## src/rtl/brf_pkg.sv

```systemverilog
package brf_pkg;

   // Which part of the 32-address space an access lands in
   typedef enum logic [1:0] {
      RGN_BANKED = 2'd0,
      RGN_COMMON = 2'd1,
      RGN_UNIMPL = 2'd2
   } region_e;

endpackage

```

## src/rtl/brf_decode.sv

```systemverilog
module brf_decode
   import brf_pkg::*;
#(
   parameter int ADDR_W       = 5,
   parameter int COMMON_FIRST = 26,
   parameter int BANKED_IMPL  = 16
) (
   input  logic [ADDR_W-1:0] addr,
   output region_e           region
);

   localparam logic [ADDR_W-1:0] COMMON_LO = ADDR_W'(COMMON_FIRST);
   localparam logic [ADDR_W-1:0] IMPL_END  = ADDR_W'(BANKED_IMPL);

   always_comb begin
      if (addr >= COMMON_LO)
         region = RGN_COMMON;
      else if (addr < IMPL_END)
         region = RGN_BANKED;
      else
         region = RGN_UNIMPL;
   end

endmodule

```

## src/rtl/brf_plain_bank.sv

```systemverilog
module brf_plain_bank #(
   parameter int ADDR_W = 5,
   parameter int DATA_W = 8,
   parameter int DEPTH  = 16
) (
   input  logic              clk,
   input  logic              rst_n,
   input  logic              we,
   input  logic [ADDR_W-1:0] addr,
   input  logic [DATA_W-1:0] wdata,
   output logic [DATA_W-1:0] rdata
);

   logic [DATA_W-1:0] mem_q [DEPTH];

   always_ff @(posedge clk or negedge rst_n) begin
      if (!rst_n) begin
         for (int k = 0; k < DEPTH; k++) mem_q[k] <= '0;
      end else if (we) begin
         for (int k = 0; k < DEPTH; k++)
            if (addr == ADDR_W'(k)) mem_q[k] <= wdata;
      end
   end

   always_comb begin
      rdata = '0;
      for (int k = 0; k < DEPTH; k++)
         if (addr == ADDR_W'(k)) rdata = mem_q[k];
   end

endmodule

```

## src/rtl/brf_ptr_bank.sv

```systemverilog
module brf_ptr_bank #(
   parameter int ADDR_W   = 5,
   parameter int DATA_W   = 8,
   parameter int NUM_PTRS = 8,
   parameter int PTR_W    = 13
) (
   input  logic                      clk,
   input  logic                      rst_n,
   input  logic                      we,
   input  logic [ADDR_W-1:0]         addr,
   input  logic [DATA_W-1:0]         wdata,
   output logic [DATA_W-1:0]         rdata,
   output logic [NUM_PTRS*PTR_W-1:0] ptrs
);

   localparam int HI_W = PTR_W - DATA_W;

   logic [DATA_W-1:0] lo_q [NUM_PTRS];
   logic [HI_W-1:0]   hi_q [NUM_PTRS];

   always_ff @(posedge clk or negedge rst_n) begin
      if (!rst_n) begin
         for (int k = 0; k < NUM_PTRS; k++) begin
            lo_q[k] <= '0;
            hi_q[k] <= '0;
         end
      end else if (we) begin
         for (int k = 0; k < NUM_PTRS; k++) begin
            if (addr == ADDR_W'(2 * k))     lo_q[k] <= wdata;
            if (addr == ADDR_W'(2 * k + 1)) hi_q[k] <= wdata[HI_W-1:0];
         end
      end
   end

   always_comb begin
      rdata = '0;
      for (int k = 0; k < NUM_PTRS; k++) begin
         if (addr == ADDR_W'(2 * k))     rdata = lo_q[k];
         if (addr == ADDR_W'(2 * k + 1)) rdata = DATA_W'(hi_q[k]);
      end
   end

   for (genvar k = 0; k < NUM_PTRS; k++) begin : g_export
      assign ptrs[k*PTR_W +: PTR_W] = {hi_q[k], lo_q[k]};
   end

endmodule

```

## src/rtl/brf_common.sv

```systemverilog
module brf_common #(
   parameter int ADDR_W       = 5,
   parameter int DATA_W       = 8,
   parameter int COMMON_FIRST = 26,
   parameter int BANK_W       = 2
) (
   input  logic              clk,
   input  logic              rst_n,
   input  logic              we,
   input  logic [ADDR_W-1:0] addr,
   input  logic [DATA_W-1:0] wdata,
   output logic [DATA_W-1:0] rdata,
   output logic [BANK_W-1:0] bank_sel
);

   localparam int NUM_COMMON = (1 << ADDR_W) - COMMON_FIRST;

   logic [DATA_W-1:0] reg_q [NUM_COMMON];

   always_ff @(posedge clk or negedge rst_n) begin
      if (!rst_n) begin
         for (int k = 0; k < NUM_COMMON; k++) reg_q[k] <= '0;
      end else if (we) begin
         for (int k = 0; k < NUM_COMMON; k++)
            if (addr == ADDR_W'(COMMON_FIRST + k)) reg_q[k] <= wdata;
      end
   end

   always_comb begin
      rdata = '0;
      for (int k = 0; k < NUM_COMMON; k++)
         if (addr == ADDR_W'(COMMON_FIRST + k)) rdata = reg_q[k];
   end

   // topmost common register carries the bank number
   assign bank_sel = reg_q[NUM_COMMON-1][BANK_W-1:0];

endmodule

```

## src/rtl/banked_regfile.sv

```systemverilog
module banked_regfile
   import brf_pkg::*;
#(
   parameter int ADDR_W       = 5,
   parameter int DATA_W       = 8,
   parameter int NUM_BANKS    = 4,
   parameter int COMMON_FIRST = 26,
   parameter int BANKED_IMPL  = 16,
   parameter int PTR_W        = 13,
   localparam int NUM_PTRS    = BANKED_IMPL / 2,
   localparam int PTRS_W      = NUM_PTRS * PTR_W
) (
   input  logic              clk,
   input  logic              rst_n,
   input  logic [ADDR_W-1:0] reg_addr,
   input  logic [DATA_W-1:0] reg_wdata,
   input  logic              reg_wr,
   input  logic              reg_rd,
   output logic [DATA_W-1:0] reg_rdata,
   output logic              reg_rvalid,
   output logic [PTRS_W-1:0] buf_ptrs
);

   localparam int BANK_W = $clog2(NUM_BANKS);

   if (BANKED_IMPL > COMMON_FIRST) begin : g_bad_impl
      $error("banked storage overlaps the common window");
   end
   if (COMMON_FIRST >= (1 << ADDR_W)) begin : g_bad_common
      $error("common window is empty");
   end
   if (PTR_W <= DATA_W || PTR_W > 2 * DATA_W) begin : g_bad_ptr
      $error("pointer width must span two bytes");
   end
   if ((BANKED_IMPL % 2) != 0) begin : g_bad_pairs
      $error("banked depth must hold whole pointer pairs");
   end
   if ((1 << BANK_W) != NUM_BANKS || DATA_W < BANK_W) begin : g_bad_banks
      $error("bank count must be a power of two fitting the data width");
   end

   region_e           region;
   logic [BANK_W-1:0] bank_sel;
   logic [DATA_W-1:0] common_rd;
   logic [DATA_W-1:0] bank_rd [NUM_BANKS];
   logic [DATA_W-1:0] rd_mux;
   logic [DATA_W-1:0] rdata_q;
   logic              rvalid_q;

   brf_decode #(
      .ADDR_W       (ADDR_W),
      .COMMON_FIRST (COMMON_FIRST),
      .BANKED_IMPL  (BANKED_IMPL)
   ) decode_i (
      .addr   (reg_addr),
      .region (region)
   );

   brf_common #(
      .ADDR_W       (ADDR_W),
      .DATA_W       (DATA_W),
      .COMMON_FIRST (COMMON_FIRST),
      .BANK_W       (BANK_W)
   ) common_i (
      .clk      (clk),
      .rst_n    (rst_n),
      .we       (reg_wr && region == RGN_COMMON),
      .addr     (reg_addr),
      .wdata    (reg_wdata),
      .rdata    (common_rd),
      .bank_sel (bank_sel)
   );

   for (genvar b = 0; b < NUM_BANKS; b++) begin : g_bank
      logic bank_we;
      assign bank_we = reg_wr && region == RGN_BANKED && bank_sel == BANK_W'(b);

      if (b == 0) begin : g_ptr
         brf_ptr_bank #(
            .ADDR_W   (ADDR_W),
            .DATA_W   (DATA_W),
            .NUM_PTRS (NUM_PTRS),
            .PTR_W    (PTR_W)
         ) bank_i (
            .clk   (clk),
            .rst_n (rst_n),
            .we    (bank_we),
            .addr  (reg_addr),
            .wdata (reg_wdata),
            .rdata (bank_rd[b]),
            .ptrs  (buf_ptrs)
         );
      end else begin : g_plain
         brf_plain_bank #(
            .ADDR_W (ADDR_W),
            .DATA_W (DATA_W),
            .DEPTH  (BANKED_IMPL)
         ) bank_i (
            .clk   (clk),
            .rst_n (rst_n),
            .we    (bank_we),
            .addr  (reg_addr),
            .wdata (reg_wdata),
            .rdata (bank_rd[b])
         );
      end
   end

   // read mux uses pre-edge state, so a same-cycle write is not forwarded
   always_comb begin
      rd_mux = '0;
      unique case (region)
         RGN_COMMON: rd_mux = common_rd;
         RGN_BANKED: begin
            for (int b = 0; b < NUM_BANKS; b++)
               if (bank_sel == BANK_W'(b)) rd_mux = bank_rd[b];
         end
         default: rd_mux = '0;
      endcase
   end

   always_ff @(posedge clk or negedge rst_n) begin
      if (!rst_n) begin
         rdata_q  <= '0;
         rvalid_q <= 1'b0;
      end else begin
         rdata_q  <= reg_rd ? rd_mux : '0;
         rvalid_q <= reg_rd;
      end
   end

   assign reg_rdata  = rdata_q;
   assign reg_rvalid = rvalid_q;

endmodule

```

## config.mk

```make
export PLATFORM = sky130hd
export DESIGN_NAME = banked_regfile
export DESIGN_NICKNAME = d
export VERILOG_FILES = /design/src/rtl/brf_pkg.sv /design/src/rtl/brf_decode.sv /design/src/rtl/brf_plain_bank.sv /design/src/rtl/brf_ptr_bank.sv /design/src/rtl/brf_common.sv /design/src/rtl/banked_regfile.sv
export SDC_FILE = /design/constraint.sdc
export NUM_CORES = 1
export LEC_CHECK = 0
export BUFFER_PORTS_ARGS = -buffer_cell sky130_fd_sc_hd__buf_2
export CAP_MARGIN = 10
export CORE_UTILIZATION = 69
export CTS_BUF_LIST = sky130_fd_sc_hd__clkbuf_2 sky130_fd_sc_hd__clkbuf_4 sky130_fd_sc_hd__clkbuf_8
export CTS_CLUSTER_SIZE = 28
export DETAILED_ROUTE_END_ITERATION = 10
export PLACE_DENSITY = 0.88
export RECOVER_POWER = 50
export SETUP_SLACK_MARGIN = 0.3
export SYNTH_ARGS = -nofsm -noshare
export SYNTH_HDL_FRONTEND = slang
export SYNTH_SLANG_ARGS = --single-unit
```

## constraint.sdc

```tcl
create_clock -name clk -period 5 [get_ports clk]
set_input_delay 1 -clock clk [delete_from_list [all_inputs] [get_ports clk]]
set_output_delay 1 -clock clk [all_outputs]
set_load 0.01 [all_outputs]
```

==> results.json <==
{
  "outcome": "finished with violations",
  "violations": "max-capacitance violations, max-slew violations",
  "synth_fa_ha_area_frac": 0,
  "h-tree-depth": 3,
  "clk_path_buf_depth": 3,
  "fin_ws_ns": 1.191,
  "coreArea_um2": 36700,
  "pin_count": 130,
  "dpl_cell_area_um2": 26780,
  "synth_top_family_by_area": "multiplexers",
  "drive_gt1_frac": 0.4060,
  "cp_slowest_cell": "nor2_2",
  "synth_area_um2": 25830,
  "yosysUniqueCellTypes": 91,
  "clk_latency_ns": 0.69,
  "finalSetupTns_ns": 0,
  "cts_hold_buf": 0,
  "ir_drop_uv": 337.5,
  "synth_warnings": 0,
  "ctsRootBufferMaster": "clkbuf_8",
  "setup_violations": 0,
  "overflow": 0,
  "avgViaCountPerCell": 7.518,
  "hold_viol_final": 0,
  "slew_violations": 105,
  "async_reset_ff_frac": 1.000,
  "period_needed_ns": 3.809,
  "portBuffers": 129,
  "yosysTopAreaCell": "dfrtp_1",
  "wl_mm": 87.56,
  "synth.area.mux_share": 0.2607,
  "arrival_ns": 4.42,
  "synth-seq-cells": 545,
  "die_y_um": 195.5,
  "cpPeakStageDelay_ns": 0.75,
  "wl_per_cell_um": 32.20,
  "cts_tree": "built",
  "synth_nets": 2074,
  "synth_compound_area_frac": 0.1072,
  "cts_buffers": 87,
  "fp-row-count": 70,
  "final.fill_count": 2143,
  "dp_hpwl_mm": 56.13,
  "grt_start_max_net_pins": 117,
  "crit_type": "in2reg",
  "synthXorXnorAreaFrac": 0,
  "via_count": 20440,
  "power_density_nw_per_um2": 361.6,
  "cts_sinks": 545,
  "initial_core_util": 0.7040,
  "rsz0062_at_grt": "false",
  "post_cts_resized": 0,
  "slew_headroom": -0.9071,
  "cap_viol_max_count": 1,
  "fp.dieW_um": 195.5,
  "fmax_ghz": 0.2626,
  "clk_pin_slew_ns": 0.06,
  "worstSetupStartpointType": "input port",
  "worstPathRequired_ns": 5.61,
  "hp-class": "reg2reg",
  "synth_seq_area_share": 0.5279,
  "dr.pass1.iters": 7,
  "worstMarginPinSlew_ns": 2.861,
  "antenna_found_initial": 3,
  "fin_nets": 2200,
  "grt_pass1_vias": 20430,
  "place_congestion": 1.026,
  "final_area_um2": 28520,
  "yosys.area_share.simple": 0.07139,
  "dieArea_um2": 38220,
  "cellLeakagePower_uw": 0.01376,
  "synth_cells": 2057,
  "area_growth_pct": 10.40,
  "crit_fanout": 40,
  "end_kind": "flip-flop",
  "grt_pass1_wl_mm": 130.6,
  "grt_util_all_layers": 0.4651,
  "drc_errors": 0,
  "postRouteAntennaNets": 0,
  "pre_cts_ws_ns": 0.8525,
  "yosys-top-cells-area": "dfrtp_1 (53%), mux2_2 (24%), nand2_1 (1.9%), o21ai_0 (1.7%), a21oi_1 (1.7%)",
  "path_cells": "buf_2 -> or3b_4 -> nor2_2 -> a22oi_1 -> a32oi_1 -> o31ai_1 -> o211ai_1 -> a31o_1",
  "fin_skew_ns": 0.04216,
  "finalCritPeriodShare": 0.7617,
  "cts_setup_buffers": 0,
  "first_iter_violations": 3688,
  "synth_ff_type": "dfrtp_1",
  "synth_top_area_share": 0.5279,
  "synth-edff-count": 0,
  "avgSynthCellArea_um2": 12.56
}
## through the flow
step	power (uW)	std cells	utilization	hold WS, ns
final	10310	2719	0.7772	0.5016
after global routing	10550	2717	0.7771	0.5075
after CTS	10230	2717	0.7792	0.4433
after detailed placement	6289	2562	0.7296	0.4865
after global placement	6225	2562	0.7296	0.4800
after floorplan	5745	2057	-	0.4700
## worst max-delay path, delay by kind of cell
kind            cells  cell delay, ns
simple gates        2            1.38
compound gates      5            1.36
buf+inv             1            0.63
## per-layer routing
layer,vias to the layer above,global-route usage,wire [um],share of wire
met4,2,0.2397,6106,0.070
met3,545,0.1651,12480,0.14
met1,10150,0.6132,31100,0.36
met5,-,0,15,0.00017
met2,1857,0.6828,37860,0.43
li1,7886,-,-,-
## state kept, by name, indices dropped and copies added, names as in the netlist
register / flops
g_bank.g_plain.bank_i.mem_q: 384
g_bank.g_ptr.bank_i.ptrs: 104
common_i.reg_q: 46
reg_rdata: 8
common_i.bank_sel: 2
reg_rvalid: 1
## final timing paths
kind,from,endpoint,slack (ns),cells past startpoint
worst min register to register,g_bank[3].g_plain.bank_i.mem_q[124],g_bank[3].g_plain.bank_i.mem_q[124],0.50,1
max in group asynchronous,rst_n,g_bank[0].g_ptr.bank_i.ptrs[97],1.77,2
worst min-delay path,g_bank[3].g_plain.bank_i.mem_q[124],g_bank[3].g_plain.bank_i.mem_q[124],0.50,1
min in group asynchronous,rst_n,common_i.reg_q[33],1.22,1
worst max-delay path,reg_addr[2],reg_rdata[0],1.19,8
worst max register to register,common_i.bank_sel[0],g_bank[1].g_plain.bank_i.mem_q[72],1.74,4
## placed cells by master (no fill, tap or decap), types with 6 or more instances in the layout
master    count
a221oi_1     26
nor3_2        6
nand4_1       6
dfrtp_1     545
o221ai_1     18
o21ai_0      90
buf_4        59
a31oi_1       7
nand3_1      26
a21oi_1      86
a22oi_1      30
clkbuf_1     56
or3_1         6
nor2b_1       7
inv_1         7
mux4_2       16
o22ai_1      21
a22o_1        6
nor2_1       67
mux2i_1      26
and3_1        8
nor3_1       22
buf_2        70
a211oi_1     17
nand2_2      14
nand2b_1      9
clkbuf_4     37
o211ai_1     10
o21ai_1       8
nand2_1     134
nor2_2       16
mux2_2      543
clkbuf_8    106
## Yosys cell counts, types with 6 or more instances
library cell and number:
nand4_1 6, or3_1 6, buf_6 13, nand2_1 134
o221ai_1 18, a221oi_1 26, nor2_2 16, mux4_2 16
nor3_2 6, a21oi_1 86, and3_1 8, a211oi_1 17
nor3_1 22, o21ai_1 8, a22oi_1 30, o211ai_1 10
clkbuf_1 64, mux2i_1 26, nor2_1 67, buf_4 21
dfrtp_1 545, o22ai_1 21, o21ai_0 90, nand2b_1 9
a31oi_1 7, nand3_1 26, a22o_1 6, nor2b_1 7
nand2_2 14, mux2_2 543, buf_2 50, inv_1 7
## kinds of logic (layout without fill, tap and decap cells)
family,after synthesis,in the layout
AO/OA/AOI/OAI,405,405
buffers and inverters,162,354
flip-flops,545,545
multiplexers,585,585
other,0,2
AND/OR/NAND/NOR,360,360
## cell type report
type	instances	area, um2	area share
sequential	545	13640	0.4782
multi-input combinational	1350	11350	0.3979
clock buffer	143	1737	0.06089
timing repair buffer	190	1089	0.03817
tap	468	585.6	0.02053
clock inverter	12	83.83	0.002939
inverter	9	33.78	0.001184
antenna	2	5.005	0.0001755
## power breakdown
group / switching, uW / internal, uW
clock: 1830 / 2190
sequential: 275 / 4760
combinational: 765 / 487
total: 2870 / 7440
Power figures use the tool's default switching activity.
